==> src/rtl/fm_pkg.sv <==
package fm_pkg;
    typedef enum logic [2:0] {
        ST_SLEEP,
        ST_WAKE,
        ST_ARM,
        ST_RUN,
        ST_HOLD,
        ST_LOWCLR
    } fm_state_e;

    localparam int NUM_FLT   = 7;
    localparam int IDX_UVLO  = 0;
    localparam int IDX_SHORT = 1;
    localparam int IDX_OPEN  = 2;
    localparam int IDX_VREG  = 3;
    localparam int IDX_OVOLT = 4;
    localparam int IDX_OTEMP = 5;
    localparam int IDX_OCUR  = 6;

    localparam logic [1:0] CODE_SUPPLY = 2'd0;
    localparam logic [1:0] CODE_SEVERE = 2'd1;
    localparam logic [1:0] CODE_WARN   = 2'd2;
    localparam logic [1:0] CODE_NONE   = 2'd3;

    function automatic int unsigned max4(input int unsigned a, input int unsigned b,
                                         input int unsigned c, input int unsigned d);
        int unsigned m;
        m = a;
        if (b > m) m = b;
        if (c > m) m = c;
        if (d > m) m = d;
        return m;
    endfunction
endpackage

==> src/rtl/fm_filter.sv <==
module fm_filter #(
    parameter int unsigned LIMIT = 4
) (
    input  logic clk,
    input  logic rst_n,
    input  logic enable,
    input  logic raw,
    output logic hit
);
    localparam int CW = $clog2(LIMIT + 1);
    localparam logic [CW-1:0] LIM_V = CW'(LIMIT);

    logic [CW-1:0] cnt_q;

    // saturating run-length count; any dropout restarts it
    always_ff @(posedge clk) begin
        if (!rst_n)                cnt_q <= '0;
        else if (!enable || !raw)  cnt_q <= '0;
        else if (cnt_q != LIM_V)   cnt_q <= cnt_q + CW'(1);
    end

    assign hit = (cnt_q == LIM_V);
endmodule

==> src/rtl/fm_enable_fsm.sv <==
module fm_enable_fsm
    import fm_pkg::*;
#(
    parameter int unsigned GLITCH_CYC = 240,
    parameter int unsigned ARM_CYC    = 1150,
    parameter int unsigned SLEEP_CYC  = 83000,
    parameter int unsigned WAKE_CYC   = 20000
) (
    input  logic clk,
    input  logic rst_n,
    input  logic en,
    input  logic uvlo_hit,
    output logic running,
    output logic filt_on,
    output logic sup_on,
    output logic asleep,
    output logic clr_regs,
    output logic wake_go
);
    localparam int unsigned TOP_CNT = max4(GLITCH_CYC, ARM_CYC, SLEEP_CYC, WAKE_CYC);
    localparam int CW = $clog2(TOP_CNT + 2);
    localparam logic [CW-1:0] G_V = CW'(GLITCH_CYC);
    localparam logic [CW-1:0] A_V = CW'(ARM_CYC - 1);
    localparam logic [CW-1:0] S_V = CW'(SLEEP_CYC);
    localparam logic [CW-1:0] W_V = CW'(WAKE_CYC - 1);

    fm_state_e     state_q, state_d;
    logic [CW-1:0] cnt_q, cnt_d;
    logic          en_q;

    always_ff @(posedge clk) begin
        if (!rst_n) begin
            state_q <= ST_SLEEP;
            cnt_q   <= '0;
            en_q    <= 1'b0;
        end else begin
            state_q <= state_d;
            cnt_q   <= cnt_d;
            en_q    <= en;
        end
    end

    always_comb begin
        state_d = state_q;
        cnt_d   = cnt_q;
        unique case (state_q)
            ST_SLEEP: begin
                if (en && !en_q) begin
                    state_d = ST_WAKE;
                    cnt_d   = '0;
                end
            end
            ST_WAKE: begin
                if (uvlo_hit || !en)  state_d = ST_SLEEP;
                else if (cnt_q == W_V) state_d = ST_RUN;
                else                   cnt_d = cnt_q + CW'(1);
            end
            ST_ARM: begin
                if (uvlo_hit)          state_d = ST_SLEEP;
                else if (!en) begin
                    state_d = ST_LOWCLR;
                    cnt_d   = CW'(1);
                end
                else if (cnt_q == A_V) state_d = ST_RUN;
                else                   cnt_d = cnt_q + CW'(1);
            end
            ST_RUN: begin
                if (uvlo_hit)          state_d = ST_SLEEP;
                else if (!en) begin
                    state_d = ST_HOLD;
                    cnt_d   = CW'(1);
                end
            end
            ST_HOLD: begin
                if (uvlo_hit)          state_d = ST_SLEEP;
                else if (en)           state_d = ST_RUN;
                else begin
                    if (cnt_q == G_V) state_d = ST_LOWCLR;
                    cnt_d = cnt_q + CW'(1);
                end
            end
            ST_LOWCLR: begin
                if (uvlo_hit)          state_d = ST_SLEEP;
                else if (en) begin
                    state_d = ST_ARM;
                    cnt_d   = '0;
                end
                else if (cnt_q == S_V) state_d = ST_SLEEP;
                else                   cnt_d = cnt_q + CW'(1);
            end
            default: state_d = ST_SLEEP;
        endcase
    end

    always_comb begin
        running  = (state_q == ST_RUN);
        asleep   = (state_q == ST_SLEEP);
        sup_on   = !asleep;
        clr_regs = (state_q == ST_HOLD) && !en && !uvlo_hit && (cnt_q == G_V);
        wake_go  = asleep && en && !en_q;
        filt_on  = ((state_q == ST_RUN) || (state_q == ST_HOLD)) && !clr_regs;
    end
endmodule

==> src/rtl/fm_fault_core.sv <==
module fm_fault_core
    import fm_pkg::*;
(
    input  logic               clk,
    input  logic               rst_n,
    input  logic [NUM_FLT-1:0] hit,
    input  logic               clr_all,
    input  logic               running,
    output logic               fault_n,
    output logic               gate_kill,
    output logic [1:0]         code
);
    logic uvlo_lat, scd_lat;
    logic severe, warn;

    always_ff @(posedge clk) begin
        if (!rst_n) begin
            uvlo_lat <= 1'b0;
            scd_lat  <= 1'b0;
        end else if (clr_all) begin
            uvlo_lat <= 1'b0;
            scd_lat  <= 1'b0;
        end else begin
            if (hit[IDX_UVLO])  uvlo_lat <= 1'b1;
            if (hit[IDX_SHORT]) scd_lat  <= 1'b1;
        end
    end

    always_comb begin
        severe = scd_lat || hit[IDX_OPEN];
        warn   = hit[IDX_VREG] || hit[IDX_OVOLT] || hit[IDX_OTEMP] || hit[IDX_OCUR];
        if (uvlo_lat)    code = CODE_SUPPLY;
        else if (severe) code = CODE_SEVERE;
        else if (warn)   code = CODE_WARN;
        else             code = CODE_NONE;
        fault_n   = running && (code == CODE_NONE);
        gate_kill = !running || uvlo_lat || severe || hit[IDX_VREG];
    end
endmodule

==> src/rtl/fault_mgr.sv <==
module fault_mgr
    import fm_pkg::*;
#(
    parameter int unsigned GLITCH_CYC = 240,
    parameter int unsigned ARM_CYC    = 1150,
    parameter int unsigned SLEEP_CYC  = 83000,
    parameter int unsigned WAKE_CYC   = 20000,
    parameter int unsigned F_UVLO     = 4000,
    parameter int unsigned F_SHORT    = 400,
    parameter int unsigned F_OPEN     = 500,
    parameter int unsigned F_VREG     = 4000,
    parameter int unsigned F_OVOLT    = 3800,
    parameter int unsigned F_OTEMP    = 2000,
    parameter int unsigned F_OCUR     = 660
) (
    input  logic       clk,
    input  logic       rst_n,
    input  logic       drv_enable,
    input  logic       uv_supply,
    input  logic       short_det,
    input  logic       thr_open,
    input  logic       uv_reg,
    input  logic       ov_supply,
    input  logic       ot_warn,
    input  logic       oc_warn,
    output logic       fault_n,
    output logic       gate_kill,
    output logic       sleep_req,
    output logic [1:0] prio_code
);
    localparam int unsigned FLT_LIM [NUM_FLT] =
        '{F_UVLO, F_SHORT, F_OPEN, F_VREG, F_OVOLT, F_OTEMP, F_OCUR};

    logic [NUM_FLT-1:0] raw, hit;
    logic running, filt_on, sup_on, asleep, clr_regs, wake_go;

    assign raw = {oc_warn, ot_warn, ov_supply, uv_reg, thr_open, short_det, uv_supply};

    for (genvar gi = 0; gi < NUM_FLT; gi++) begin : g_flt
        localparam bit IS_SUPPLY = (gi == IDX_UVLO);
        fm_filter #(.LIMIT(FLT_LIM[gi])) u_filt (
            .clk    (clk),
            .rst_n  (rst_n),
            .enable (IS_SUPPLY ? sup_on : filt_on),
            .raw    (raw[gi]),
            .hit    (hit[gi])
        );
    end

    fm_enable_fsm #(
        .GLITCH_CYC (GLITCH_CYC),
        .ARM_CYC    (ARM_CYC),
        .SLEEP_CYC  (SLEEP_CYC),
        .WAKE_CYC   (WAKE_CYC)
    ) u_fsm (
        .clk      (clk),
        .rst_n    (rst_n),
        .en       (drv_enable),
        .uvlo_hit (hit[IDX_UVLO]),
        .running  (running),
        .filt_on  (filt_on),
        .sup_on   (sup_on),
        .asleep   (asleep),
        .clr_regs (clr_regs),
        .wake_go  (wake_go)
    );

    fm_fault_core u_core (
        .clk       (clk),
        .rst_n     (rst_n),
        .hit       (hit),
        .clr_all   (clr_regs || wake_go),
        .running   (running),
        .fault_n   (fault_n),
        .gate_kill (gate_kill),
        .code      (prio_code)
    );

    assign sleep_req = asleep;
endmodule

==> config.mk <==
export PLATFORM = sky130hd
export DESIGN_NAME = fault_mgr
export DESIGN_NICKNAME = d
export VERILOG_FILES = /design/src/rtl/fm_pkg.sv /design/src/rtl/fm_filter.sv /design/src/rtl/fm_enable_fsm.sv /design/src/rtl/fm_fault_core.sv /design/src/rtl/fault_mgr.sv
export SDC_FILE = /design/constraint.sdc
export NUM_CORES = 1
export LEC_CHECK = 0
export CORE_ASPECT_RATIO = 0.5
export CORE_MARGIN = 8
export CORE_UTILIZATION = 50
export CTS_CLUSTER_DIAMETER = 60
export DETAILED_ROUTE_END_ITERATION = 10
export GPL_TIMING_DRIVEN = 0
export PLACE_DENSITY_LB_ADDON = 0.25
export SLEW_MARGIN = 10
export SYNTH_ARGS = -nofsm -noshare
export SYNTH_HDL_FRONTEND = slang
export SYNTH_HIERARCHICAL = 1
export SYNTH_SLANG_ARGS = --single-unit
==> constraint.sdc <==
create_clock -name clk -period 2.7 [get_ports clk]
set_input_delay 0.54 -clock clk [delete_from_list [all_inputs] [get_ports clk]]
set_output_delay 0.54 -clock clk [all_outputs]
set_load 0.01 [all_outputs]
# Word level (Yosys, flattened, before mapping)

Index checks and enable logic that the tools add are counted.

Register bits: 98
Output and inout bits: 5
Logic and storage cells: 143

Add/subtract/negate cells: 8
Equality and inequality tests: 40
Mux-type cells: 32
Bitwise operators: 1
Reduce and logical (&&, ||, !) cells: 50

Operators by type and width:

| cell                                                   | count |
|---|---|
| two-way mux 17 bit                                     | 13 |
| case mux 17 bit (6 select lines)                       | 1 |
| two-way mux 3 bit                                      | 14 |
| adder 12 x 1 -> 12 bit (second input constant)         | 3 |
| equality test 12 bit (second input constant)           | 3 |
| != test 12 bit (second input constant)                 | 3 |
| adder 9 x 1 -> 9 bit (second input constant)           | 2 |
| equality test 9 bit (second input constant)            | 2 |
| != test 9 bit (second input constant)                  | 2 |
| case mux 3 bit (6 select lines)                        | 1 |
| adder 17 x 1 -> 17 bit (second input constant)         | 1 |
| equality test 17 x 11 -> 1 bit (second input constant) | 1 |
| equality test 17 x 15 -> 1 bit (second input constant) | 1 |
| equality test 17 bit (second input constant)           | 1 |
| equality test 17 x 8 -> 1 bit (second input constant)  | 1 |
| logical OR 1 bit                                       | 17 |
| != test 2 bit (second input constant)                  | 8 |
| OR reduction 2 bit                                     | 8 |
| logical NOT 1 bit                                      | 13 |
| != test 4 x 2 -> 1 bit (second input constant)         | 3 |
| AND reduction 12 bit                                   | 1 |
| adder 11 x 1 -> 11 bit (second input constant)         | 1 |
| equality test 11 bit (second input constant)           | 1 |
| != test 11 bit (second input constant)                 | 1 |
| other kinds (17)                                       | 29 |

# Longest topological paths before layout

Gate-level depths: netlist of the first run.

Word-level depth: 9
Depth in mapped cells: 10
Mapped depth without buffers: 10

# Cells and area by module

The synthesis of the first run kept the hierarchy.

Modules (own cells, without submodules):

| module                           | times used | cells an instance | area an instance (µm²) |
|---|---|---|---|
| fm_enable_fsm                    | 1          | 217               | 1730.4 |
| fm_filter at g_flt[0].u_filt ... | 2          | 69                | 603.1 |
| fm_filter at g_flt[4].u_filt     | 1          | 73                | 635.6 |
| fm_filter at g_flt[5].u_filt     | 1          | 61                | 545.5 |
| fm_filter at g_flt[6].u_filt     | 1          | 52                | 474.2 |
| fm_filter at g_flt[1].u_filt     | 1          | 50                | 451.7 |
| fm_filter at g_flt[2].u_filt     | 1          | 50                | 435.4 |
| fm_fault_core                    | 1          | 13                | 102.6 |
| fault_mgr                        | 1          | 1                 | 6.3 |

# Least setup slack after synthesis of the first run

Ideal clock, no wire load.

Kind: reg2reg
Start: register g_flt[0].u_filt.cnt_q[2]
End: register g_flt[5].u_filt.cnt_q[2]
Arrival time: 2.584 ns
Data required time: 2.623 ns
Slack: 0.039 ns
Stages on the path, launching flop included: 9
Path buffers: 0
Clock period less this slack: 2.661 ns
Cells stage by stage: dfxtp_1 or3_2 nor3_4 nand3b_1 nor2_1 nor2_1 nand3_1 or3_2 o22ai_1

Cells in the longest elaborated chain, start to end: 9

Ends and longest elaborated chain:

| element                         | line                 | RTL |
|---|---|---|
| start: declaration              | fm_filter.sv:13      | `logic [CW-1:0] cnt_q;` |
| start signal: assignment        | fm_filter.sv:19      | `else if (cnt_q != LIM_V) cnt_q <= cnt_q + CW'(1);` |
| equality test 12 bit            | fm_filter.sv:22      | `assign hit = (cnt_q == LIM_V);` |
| via hit[0]                      | fault_mgr.sv:34      | `logic [NUM_FLT-1:0] raw, hit;` |
| logical NOT 1 bit               | fm_enable_fsm.sv:99  | `clr_regs = (state_q == ST_HOLD) && !en && !uvlo_hit && (cnt_q == G_V);` |
| logical AND 1 bit (2 in series) | fm_enable_fsm.sv:99  |  |
| via clr_regs                    | fault_mgr.sv:35      | `logic running, filt_on, sup_on, asleep, clr_regs, wake_go;` |
| logical NOT 1 bit               | fm_enable_fsm.sv:101 | `filt_on = ((state_q == ST_RUN) \|\| (state_q == ST_HOLD)) && !clr_regs;` |
| logical AND 1 bit               | fm_enable_fsm.sv:101 |  |
| via filt_on                     | fault_mgr.sv:35      |  |
| logical NOT 1 bit               | fm_filter.sv:18      | `else if (!enable \|\| !raw) cnt_q <= '0;` |
| logical OR 1 bit                | fm_filter.sv:18      |  |
| OR reduction 2 bit (no line)    | n/a                  |  |
| end signal: assignment          | fm_filter.sv:19      |  |
| end: declaration                | fm_filter.sv:13      |  |

The timed path passes the listed nets, and every way through them passes these cells.
A chain may end at the register's enable or synchronous reset.

# Final worst setup path of the first run

Start: register g_flt[4].u_filt.cnt_q[0]
End: output port fault_n

Cells in the longest elaborated chain, start to end: 9

Ends and longest elaborated chain:

| element                        | line                | RTL |
|---|---|---|
| start: declaration             | fm_filter.sv:13     |  |
| start signal: assignment       | fm_filter.sv:19     |  |
| equality test 12 bit           | fm_filter.sv:22     |  |
| via hit[4]                     | fault_mgr.sv:34     |  |
| logical OR 1 bit (3 in series) | fm_fault_core.sv:31 | `warn = hit[IDX_VREG] \|\| hit[IDX_OVOLT] \|\| hit[IDX_OTEMP] \|\| hit[IDX_OCUR];` |
| two-way mux 1 bit              | fm_fault_core.sv:34 | `else if (warn) code = CODE_WARN;` |
| two-way mux 2 bit              | fm_fault_core.sv:33 | `else if (severe) code = CODE_SEVERE;` |
| two-way mux 2 bit              | fm_fault_core.sv:32 | `if (uvlo_lat) code = CODE_SUPPLY;` |
| equality test 2 bit            | fm_fault_core.sv:36 | `fault_n = running && (code == CODE_NONE);` |
| logical AND 1 bit              | fm_fault_core.sv:36 |  |
| end: declaration               | fault_mgr.sv:26     | `output logic fault_n,` |

The timed path passes the listed nets, and every way through them passes these cells.

==> impl_metrics.csv, run 1 <==
group,metric,value,unit
clock_network,numCtsBuffers,9,
global_route,antenna_found_initial,0,
logic_synthesis,synth.area.top_cells,"dfxtp_1 (35%), a21oi_1 (4.8%), ha_1 (3.8%), nand2_1 (3.7%), nand3_1 (3.5%)",
clock_network,cts_htree_levels,3,
global_route,grtUsageMet2,27.19,%
worst_setup_path,crit_required,2160,ps
final_layout,area_growth,14.82,%
die,rows,27,
worst_hold_path,min-delay-start,"g_flt[3].u_filt/cnt_q[10]$_SDFFE_PP0P_",
place,port_buffers,14,
global_route,grt_max_degree,18,
worst_setup_path,crit_family,"simple AND/OR/NAND/NOR gates",
timing,slew_headroom,40.32,%
logic_synthesis,post_synth_instance_area,0.005588,mm2
worst_setup_path,crit_start,"g_flt[4].u_filt/cnt_q[0]$_SDFFE_PP0P_",
global_route,grt_use_total,17.01,%
timing,fin_skew,10.40,ps
global_route,met1_usage,21.83,%
timing,setup_violations,0,
die,die_x,165.5,um
logic_synthesis,synth.most_common_cell,"dfxtp_1",
routing,drtPass1Iterations,5,
final_layout,drive_gt1_share,15.53,%
worst_setup_path,crit_fanout,3,
die,fp.dieArea,0.01502,mm2
logic_synthesis,synthFlopType,"dfxtp_1",
timing,rsz0062_at_grt,"yes",
place,hpwl,8757,um
logic_synthesis,yosysUniqueCellTypes,71,
logic_synthesis,yosys.area.top_type_share,35.11,%
power,leakagePower,2.013,nW
outcome,status,"finished, final reports clean",
clock_network,clock_sink_count,98,
global_route,grt_overflow_total,0,
global_route,top_usage_layer,"met2",
logic_synthesis,synth_largest_area_cell,"dfxtp_1",
worst_hold_path,hold_class,"flop to flop",
worst_setup_path,start_kind,"flop",
final_layout,nets,725,
final_layout,instances_no_fill,847,
worst_setup_path,crit_arrival,2130,ps
logic_synthesis,synth_enable_flop_cells,0,
logic_synthesis,syn-num-nets,682,
timing,setup_tns,0,ps
worst_setup_path,critPathSlowestCell,"or4_4",
place,gp_congestion,0.8969,
logic_synthesis,yosys-top-cells-count,"dfxtp_1 (98), nand2_1 (55), a21oi_1 (54)",
worst_setup_path,cp-end-kind,"output pin",
logic_synthesis,avgSynthCellArea,8.531,um2
worst_setup_path,path_class,"flop to output pin",
logic_synthesis,async_reset_ff_share,0,%
routing,routed_via_density,6.027,
logic_synthesis,synthCells,655,
timing,period_needed,2672,ps
routing,wirelength,12910,um
clock_network,clk_pin_slew,80,ps
timing,finalMaxSlewViolations,0,
die,ios,15,
timing,hold_violations,0,
routing,detail_route.wl_per_cell,15.24,um
routing,ant_nets,0,
run,drv_cap,0,
power,powerDensity,557.5,mW/mm2
logic_synthesis,synth_seq_cells,98,
die,initial_core_util,51.05,%
timing,min_period_over_period,98.95,%
clock_network,cts_tree,"yes",
global_route,grt_pass1_vias,4569,
final_layout,diodes,0,
clock_network,cts_root_buf,"clkbuf_16",
die,chipHeight,90.75,um
timing,fmax,374.3,MHz
die,core,0.01095,mm2
global_route,grt_use_met3,4.595,%
worst_setup_path,slowest_delay,440,ps
routing,drc,0,
power,peakVddDrop,0.3002,mV
routing,vias,5105,
clock_network,clockBufferDepth,2,
logic_synthesis,ys_warn_count,6,
place,place_inst,814,
global_route,grt_pass1_wl,21470,um
logic_synthesis,ys_seq_area_share,35.11,%
worst_setup_path,cp_common_cell,"and4bb_2",
worst_setup_path,critical_path_buf_inv_count,2,
clock_network,insertion_delay,350,ps
routing,dr.first_iter.drc_count,323,
worst_setup_path,r2r-start,"g_flt[0].u_filt/cnt_q[2]$_SDFFE_PP0P_",
timing,worstMarginPinSlew,892.4,ps
worst_setup_path,worstPathCellList,"inv_2 -> ha_4 -> and4bb_2 -> and3_4 -> or4_4 -> and4bb_2 -> buf_6",
-- worst register-to-register path, delay by kind of cell (launching register included) --
| family | cells | cell delay, ps |
|---|---|---|
| and+or+nand+nor | 7 | 2090 |
| AOI/OAI and AO/OA | 1 | 130 |
| DFF | 1 | 360 |
-- layout by cell type, fill, tap and decap left out, types with 15 or more instances in the layout --
| master | instances |
|---|---|
| o31ai_1 | 19 |
| nand3_1 | 38 |
| a21oi_1 | 53 |
| nand4_1 | 15 |
| nor2_1 | 37 |
| or4_1 | 23 |
| xor2_1 | 15 |
| or3_1 | 19 |
| dfxtp_1 | 89 |
| ha_1 | 15 |
| buf_4 | 20 |
| nand2_1 | 55 |
| o21ai_0 | 28 |
| inv_1 | 27 |
-- worst paths after layout --
kind	end	slack, ps	cells past startpoint
max	fault_n	30	7
max reg2reg	g_flt[5].u_filt/cnt_q[2]$_SDFFE_PP0P_	50	8
min reg2reg	g_flt[3].u_filt/cnt_q[10]$_SDFFE_PP0P_	480	2
min	g_flt[3].u_filt/cnt_q[10]$_SDFFE_PP0P_	480	2
-- sequential cells by signal (all words and copies together), names as in the netlist --
| signal | count |
|---|---|
| u_fsm/en_q | 1 |
| g_flt.u_filt/cnt_q | 75 |
| u_fsm/cnt_q | 17 |
| u_fsm/state_q | 3 |
| u_core/scd_lat | 1 |
| u_core/uvlo_lat | 1 |
-- cell type report --
cell class	instances	area, um2
fill	968	4529
buffer	21	126.4
tap	145	181.4
sequential	98	1983
inverter	32	120.1
clock inverter	6	73.82
timing repair buffer	32	269.0
clock buffer	9	225.2
multi-input combinational	504	3437
-- timing repair --
item,CTS,global route
hold buffers,0,0
pin swaps,3,4
setup endpoints to repair,84,14
endpoints found under the hold margin,0,0
resized for setup,28,14
gates cloned,0,0
setup buffers,8,10
-- cell families after synthesis --
group | Yosys count | share of synthesized area (%)
compound gates | 148 | 17.38
xor+xnor | 19 | 2.978
fa+ha+maj | 17 | 3.806
buf+inv | 53 | 4.299
flops | 98 | 35.11
mux | 12 | 2.150
simple gates | 308 | 34.28
-- power by group --
group	internal, mW	switching, mW
sequential	1.47	0.0394
clock	0.726	0.581
combinational	0.310	0.455
total	2.50	1.08
-- per-layer routing --
metal	wire length, um	vias to the layer above
met1	6227	2414
met3	590	21
met4	187	0
met5	0	-
met2	5902	108
li1	-	2562
-- through the flow --
stage	area [um2]	setup WS (ps)	hold WS (ps)	utilization, %	power [mW]
floorplan	5588	39.14	451.3	-	1.986
global placement	5909	-817.7	464.2	53.99	2.181
detailed placement	5909	-891.2	473.9	53.99	2.181
CTS	6314	-10.50	486.9	57.68	3.520
global route	6416	-43.26	501.4	58.62	3.745
finish	6416	28.46	483.1	58.62	3.577
Note: power is estimated with default switching activity, not from simulation.
==> inputs of run 2 (changes only) <==
Settings changed: PLACE_DENSITY set to 0.68, PLACE_DENSITY_LB_ADDON 0.25 to unset.
==> run 2 against run 1 <==
Setup slack lost 7.7 ps. Hold slack better by 1.3 ps. Clock power fell by 7%. Critical endpoint unchanged.
==> impl_metrics.csv, run 2 (same netlist as run 1, synthesis figures left out) <==
group,metric,value,unit
outcome,status,"finished, final reports clean",
run,drv_cap,0,
final_layout,top_register,"g_flt.u_filt/cnt_q",
die,initial_core_util,51.05,%
worst_setup_path,crit_fanout,3,
worst_setup_path,crit_arrival,2140,ps
final_layout,area_growth,13.77,%
worst_setup_path,crit_required,2160,ps
worst_setup_path,worstPathCellList,"inv_2 -> ha_4 -> and4bb_2 -> and3_4 -> or4_4 -> and4bb_2 -> buf_6",
clock_network,clock_sink_count,98,
clock_network,cts_htree_levels,3,
worst_setup_path,critPathSlowestCell,"or4_4",
clock_network,insertion_delay,340,ps
routing,routed_via_density,6.042,
die,chipHeight,90.75,um
routing,ant_nets,0,
clock_network,clk_pin_slew,70,ps
power,clkPwrFrac,35.5,%
final_layout,final_cell_mix,"dfxtp_1 (87), nand2_1 (54), a21oi_1 (53)",
final_layout,drive_gt1_share,15.11,%
global_route,antenna_found_initial,0,
power,p_switching,1.071,mW
timing,period_needed,2679,ps
routing,detail_route.wl_per_cell,15.26,um
place,port_buffers,14,
worst_setup_path,cp-end-kind,"output pin",
timing,fin_skew,9.803,ps
timing,hold_violations,0,
power,peakVddDrop,0.3411,mV
timing,setup_violations,0,
worst_setup_path,path_class,"flop to output pin",
clock_network,ctsHoldBuffers,0,
clock_network,numCtsBuffers,9,
timing,finalMaxSlewViolations,0,
routing,top_layer_used,"met4",
die,rows,27,
worst_setup_path,cp_common_cell,"and4bb_2",
die,die_x,165.5,um
clock_network,cts_root_buf,"clkbuf_16",
routing,vias,5075,
timing,worstMarginPinSlew,740.8,ps
timing,setup_tns,0,ps
power,powerDensity,541.1,mW/mm2
worst_setup_path,slowest_delay,430,ps
timing,min_period_over_period,99.23,%
die,core,0.01095,mm2
worst_hold_path,hold_class,"flop to flop",
power,leakagePower,1.980,nW
power,p_sw_share,31.15,%
global_route,grt_use_total,17.32,%
power,power.share.combinational,20.7,%
worst_setup_path,crit_family,"simple AND/OR/NAND/NOR gates",
global_route,grt_pass1_wl,21850,um
timing,hold_ws,484.4,ps
routing,dr.first_iter.drc_count,455,
routing,drtPass1Iterations,5,
die,fp.dieArea,0.01502,mm2
final_layout,nets,717,
routing,wirelength,12820,um
global_route,grt_max_degree,18,
global_route,grt_overflow_total,0,
final_layout,diodes,0,
timing,rsz0062_at_grt,"yes",
timing,fmax,373.2,MHz
die,ios,15,
final_layout,fillCellCount,1027,
routing,drc,0,
timing,slew_headroom,50.46,%
routing,route.met2.wl,5814,um
routing,wl_met1,6280,um
clock_network,clockBufferDepth,2,
clock_network,cts_tree,"yes",
routing,met3_length,616,um
final_layout,largest_reg_flops,75,
place,hpwl,8885,um
power,power_frac_seq,43.9,%
final_layout,final_common_cell,"dfxtp_1",
place,gp_congestion,0.8915,
global_route,grt_pass1_vias,4564,
power,p_int,2.369,mW
worst_setup_path,start_kind,"flop",
worst_setup_path,critical_path_buf_inv_count,2,
final_layout,reg.largest.list,"g_flt.u_filt/cnt_q x75, u_fsm/cnt_q x17, u_fsm/state_q x3",
run 2: changes by cell type in the layout (fill, tap and decap cells not counted), moves of 2 or more:
| cell | delta |
|---|---|
| clkinv_2 | +2 |
| buf_4 | -7 |
| clkbuf_1 | +2 |
| dfxtp_2 | +3 |
| dfxtp_1 | -2 |
| clkinvlp_4 | -2 |
run 2: path summary, 6_finish.rpt:
| check | start | cells past startpoint | end | slack (ps) |
|---|---|---|---|---|
| setup / recovery | g_flt[4].u_filt/cnt_q[0]$_SDFFE_PP0P_ | 7 | fault_n | 20 |
| hold / removal | g_flt[3].u_filt/cnt_q[11]$_SDFFE_PP0P_ | 2 | g_flt[3].u_filt/cnt_q[11]$_SDFFE_PP0P_ | 480 |
| setup reg to reg | g_flt[0].u_filt/cnt_q[2]$_SDFFE_PP0P_ | 8 | g_flt[5].u_filt/cnt_q[2]$_SDFFE_PP0P_ | 130 |
| hold reg to reg | g_flt[3].u_filt/cnt_q[11]$_SDFFE_PP0P_ | 2 | g_flt[3].u_filt/cnt_q[11]$_SDFFE_PP0P_ | 480 |
run 2: final cells by class:
type                       instances  area [um2]  area share, %
inverter                          32       120.1          1.889
multi-input combinational        504        3458          54.40
timing repair buffer              25       220.2          3.464
tap                              145       181.4          2.854
sequential                        98        1983          31.19
clock buffer                      10       229.0          3.602
buffer                            20       117.6          1.850
clock inverter                     6       47.55         0.7479
run 2: through the flow:
stage	instances	instance area [um2]	util, %	total power, mW	worst slack (ps)
2_1_floorplan	655	5588	-	1.986	39.14
3_3_place_gp	814	5909	53.99	2.199	-796.8
3_5_place_dp	814	5909	53.99	2.194	-728.1
4_1_cts	839	6331	57.84	3.454	-14.33
5_1_grt	840	6357	58.08	3.618	-37.72
6_report	840	6357	58.08	3.440	20.76
run 2: power groups by stage:
| stage | Sequential, mW | Combinational [mW] | Clock (mW) |
|---|---|---|---|
| 6_report | 1.51 | 0.711 | 1.22 |
| 5_1_grt | 1.51 | 0.781 | 1.32 |
| 4_1_cts | 1.51 | 0.683 | 1.26 |
| 3_5_place_dp | 1.54 | 0.652 | 0 |
| 3_3_place_gp | 1.54 | 0.658 | 0 |
| 2_1_floorplan | 1.53 | 0.457 | 0 |
run 2: tightest hold or removal path, stage by stage (launching register included):
cell	delay, ps
dfxtp_1	320
o31ai_1	60
a21oi_1	60
run 2: what timing repair did:
action | in CTS | in global routing
pin swaps | 4 | 4
endpoints found under the setup margin | 83 | 15
setup buffers | 9 | 2
gates resized for setup | 32 | 11
run 2: layer usage:
| metal | global-route usage, % | vias up |
|---|---|---|
| met5 | 0 | - |
| met4 | 4.062 | 0 |
| met3 | 4.095 | 14 |
| met2 | 27.19 | 90 |
| met1 | 23.42 | 2416 |
| li1 | - | 2555 |
==> inputs of run 3 (changes only) <==
Settings changed: CORE_UTILIZATION 50 to 43, PLACE_DENSITY 0.68 to 0.7.
==> run 3 against run 2 <==
Combinational power up 4.4%. Final area up 2.5%. Power up 1.8%. Wire length up 0.71%. First-iteration DRC count down 27%. Hold slack better by 5.8 ps. Fmax down 0.15%. Non-clock buffer count up 10. Sequential share of layout area down 0.68 points. Clock power about the same. Via count up 1.7%. Global-route usage down 2.3 points. Highest routed layer unchanged.
==> impl_metrics.csv, run 3 (same netlist as run 1, synthesis figures left out) <==
group,metric,value,unit
final_layout,diodes,0,
global_route,grt_pass1_wl,22170,um
outcome,status,"finished, final reports clean",
worst_hold_path,hold_class,"flop to flop",
clock_network,cts_htree_levels,3,
power,power_frac_seq,43.0,%
final_layout,reg.largest.list,"g_flt.u_filt/cnt_q x75, u_fsm/cnt_q x17, u_fsm/state_q x3",
timing,fmax,372.7,MHz
final_layout,top_register,"g_flt.u_filt/cnt_q",
final_layout,fillCellCount,1163,
routing,ant_nets,0,
final_layout,nets,727,
power,p_switching,1.082,mW
routing,routed_via_density,5.901,
global_route,antenna_found_initial,0,
routing,detail_route.wl_per_cell,14.75,um
worst_setup_path,crit_arrival,2140,ps
worst_setup_path,start_kind,"flop",
die,die_x,177.2,um
die,fp.dieArea,0.01712,mm2
timing,min_period_over_period,99.38,%
timing,hold_violations,0,
clock_network,ctsHoldBuffers,0,
timing,setup_violations,0,
timing,hold_ws,490.2,ps
routing,wirelength,12910,um
timing,period_needed,2683,ps
timing,slew_headroom,52.29,%
power,peakVddDrop,0.2660,mV
power,powerDensity,537.2,mW/mm2
clock_network,numCtsBuffers,9,
power,p_int,2.418,mW
routing,dr.first_iter.drc_count,331,
power,clkPwrFrac,35.8,%
final_layout,largest_reg_flops,75,
clock_network,insertion_delay,340,ps
final_layout,instances_no_fill,875,
place,port_buffers,14,
timing,finalMaxSlewViolations,0,
place,hpwl,8897,um
clock_network,clk_pin_slew,70,ps
global_route,grt_use_total,15.04,%
power,power.share.combinational,21.2,%
die,rows,29,
timing,rsz0062_at_grt,"yes",
global_route,grt_pass1_vias,4784,
final_layout,fin_area,0.006516,mm2
worst_setup_path,cp-end-kind,"output pin",
final_layout,area_growth,16.61,%
clock_network,cts_root_buf,"clkbuf_16",
final_layout,final_common_cell,"dfxtp_1",
routing,drtPass1Iterations,6,
place,placed_cell_area,0.005941,mm2
timing,fin_skew,5.047,ps
timing,setup_tns,0,ps
worst_setup_path,path_class,"flop to output pin",
die,initial_core_util,44.13,%
final_layout,drive_gt1_share,16.60,%
final_layout,final_cell_mix,"dfxtp_1 (87), nand2_1 (54), a21oi_1 (53)",
power,leakagePower,2.029,nW
timing,fin_ws,16.74,ps
routing,drc,0,
clock_network,clockBufferDepth,2,
timing,worstMarginPinSlew,713.4,ps
global_route,grt_overflow_total,0,
final_layout,fin_util,51.46,%
die,chipHeight,96.61,um
power,p_sw_share,30.92,%
clock_network,cts_tree,"yes",
die,core,0.01266,mm2
place,gp_congestion,0.9012,
global_route,grt_max_degree,18,
place,place_inst,839,
run,drv_cap,0,
routing,vias,5163,
power,finalPower,3.501,mW
clock_network,clock_sink_count,98,
die,ios,15,
worst_setup_path,crit_fanout,2,
worst_setup_path,rrSetupSlack,90,ps
worst_setup_path,crit_required,2160,ps
place,dp_slack,-719.2,ps
## run 3: path summary, 6_finish.rpt
path | cells after the start | end | startpoint
setup / recovery | 7 | fault_n | g_flt[4].u_filt/cnt_q[0]$_SDFFE_PP0P_
hold / removal | 2 | g_flt[3].u_filt/cnt_q[10]$_SDFFE_PP0P_ | g_flt[3].u_filt/cnt_q[10]$_SDFFE_PP0P_
setup reg to reg | 11 | u_fsm/cnt_q[10]$_SDFFE_PN0P_ | g_flt[0].u_filt/cnt_q[0]$_SDFFE_PP0P_
hold reg to reg | 2 | g_flt[3].u_filt/cnt_q[10]$_SDFFE_PP0P_ | g_flt[3].u_filt/cnt_q[10]$_SDFFE_PP0P_
## run 3: what timing repair did
| item | CTS | global route |
|---|---|---|
| pin swaps | 7 | 7 |
| setup buffers | 9 | 11 |
| endpoints found under the setup margin | 84 | 16 |
| gates resized for setup | 29 | 24 |
## run 3: worst max-delay path, cell delays in order, from the launching register on
cell and delay (ps):
dfxtp_2 340, inv_2 50, ha_4 150, and4bb_2 220, and3_4 170, or4_4 440, and4bb_2 330, buf_6 110
## run 3: layout make-up
class	count	area, um2	share of cell area [%]
buffer	21	128.9	1.978
clock buffer	10	239.0	3.667
clock inverter	6	50.05	0.7680
inverter	32	120.1	1.843
multi-input combinational	504	3473	53.30
sequential	98	1988	30.51
tap	170	212.7	3.264
timing repair buffer	34	304.0	4.666
## run 3: metal layers
layer	wire length (um)	global-route usage [%]	up-vias
met3	479	3.413	31
met1	6085	18.84	2454
met4	330	5.267	0
li1	-	-	2561
met2	6012	24.91	117
met5	0	0	-
## run 3: power groups by stage
stage / sequential [mW] / combinational [mW] / clock [mW]
6_report: 1.51 / 0.742 / 1.25
5_1_grt: 1.51 / 0.799 / 1.35
4_1_cts: 1.51 / 0.666 / 1.28
3_5_place_dp: 1.54 / 0.640 / 0
3_3_place_gp: 1.54 / 0.636 / 0
2_1_floorplan: 1.53 / 0.457 / 0
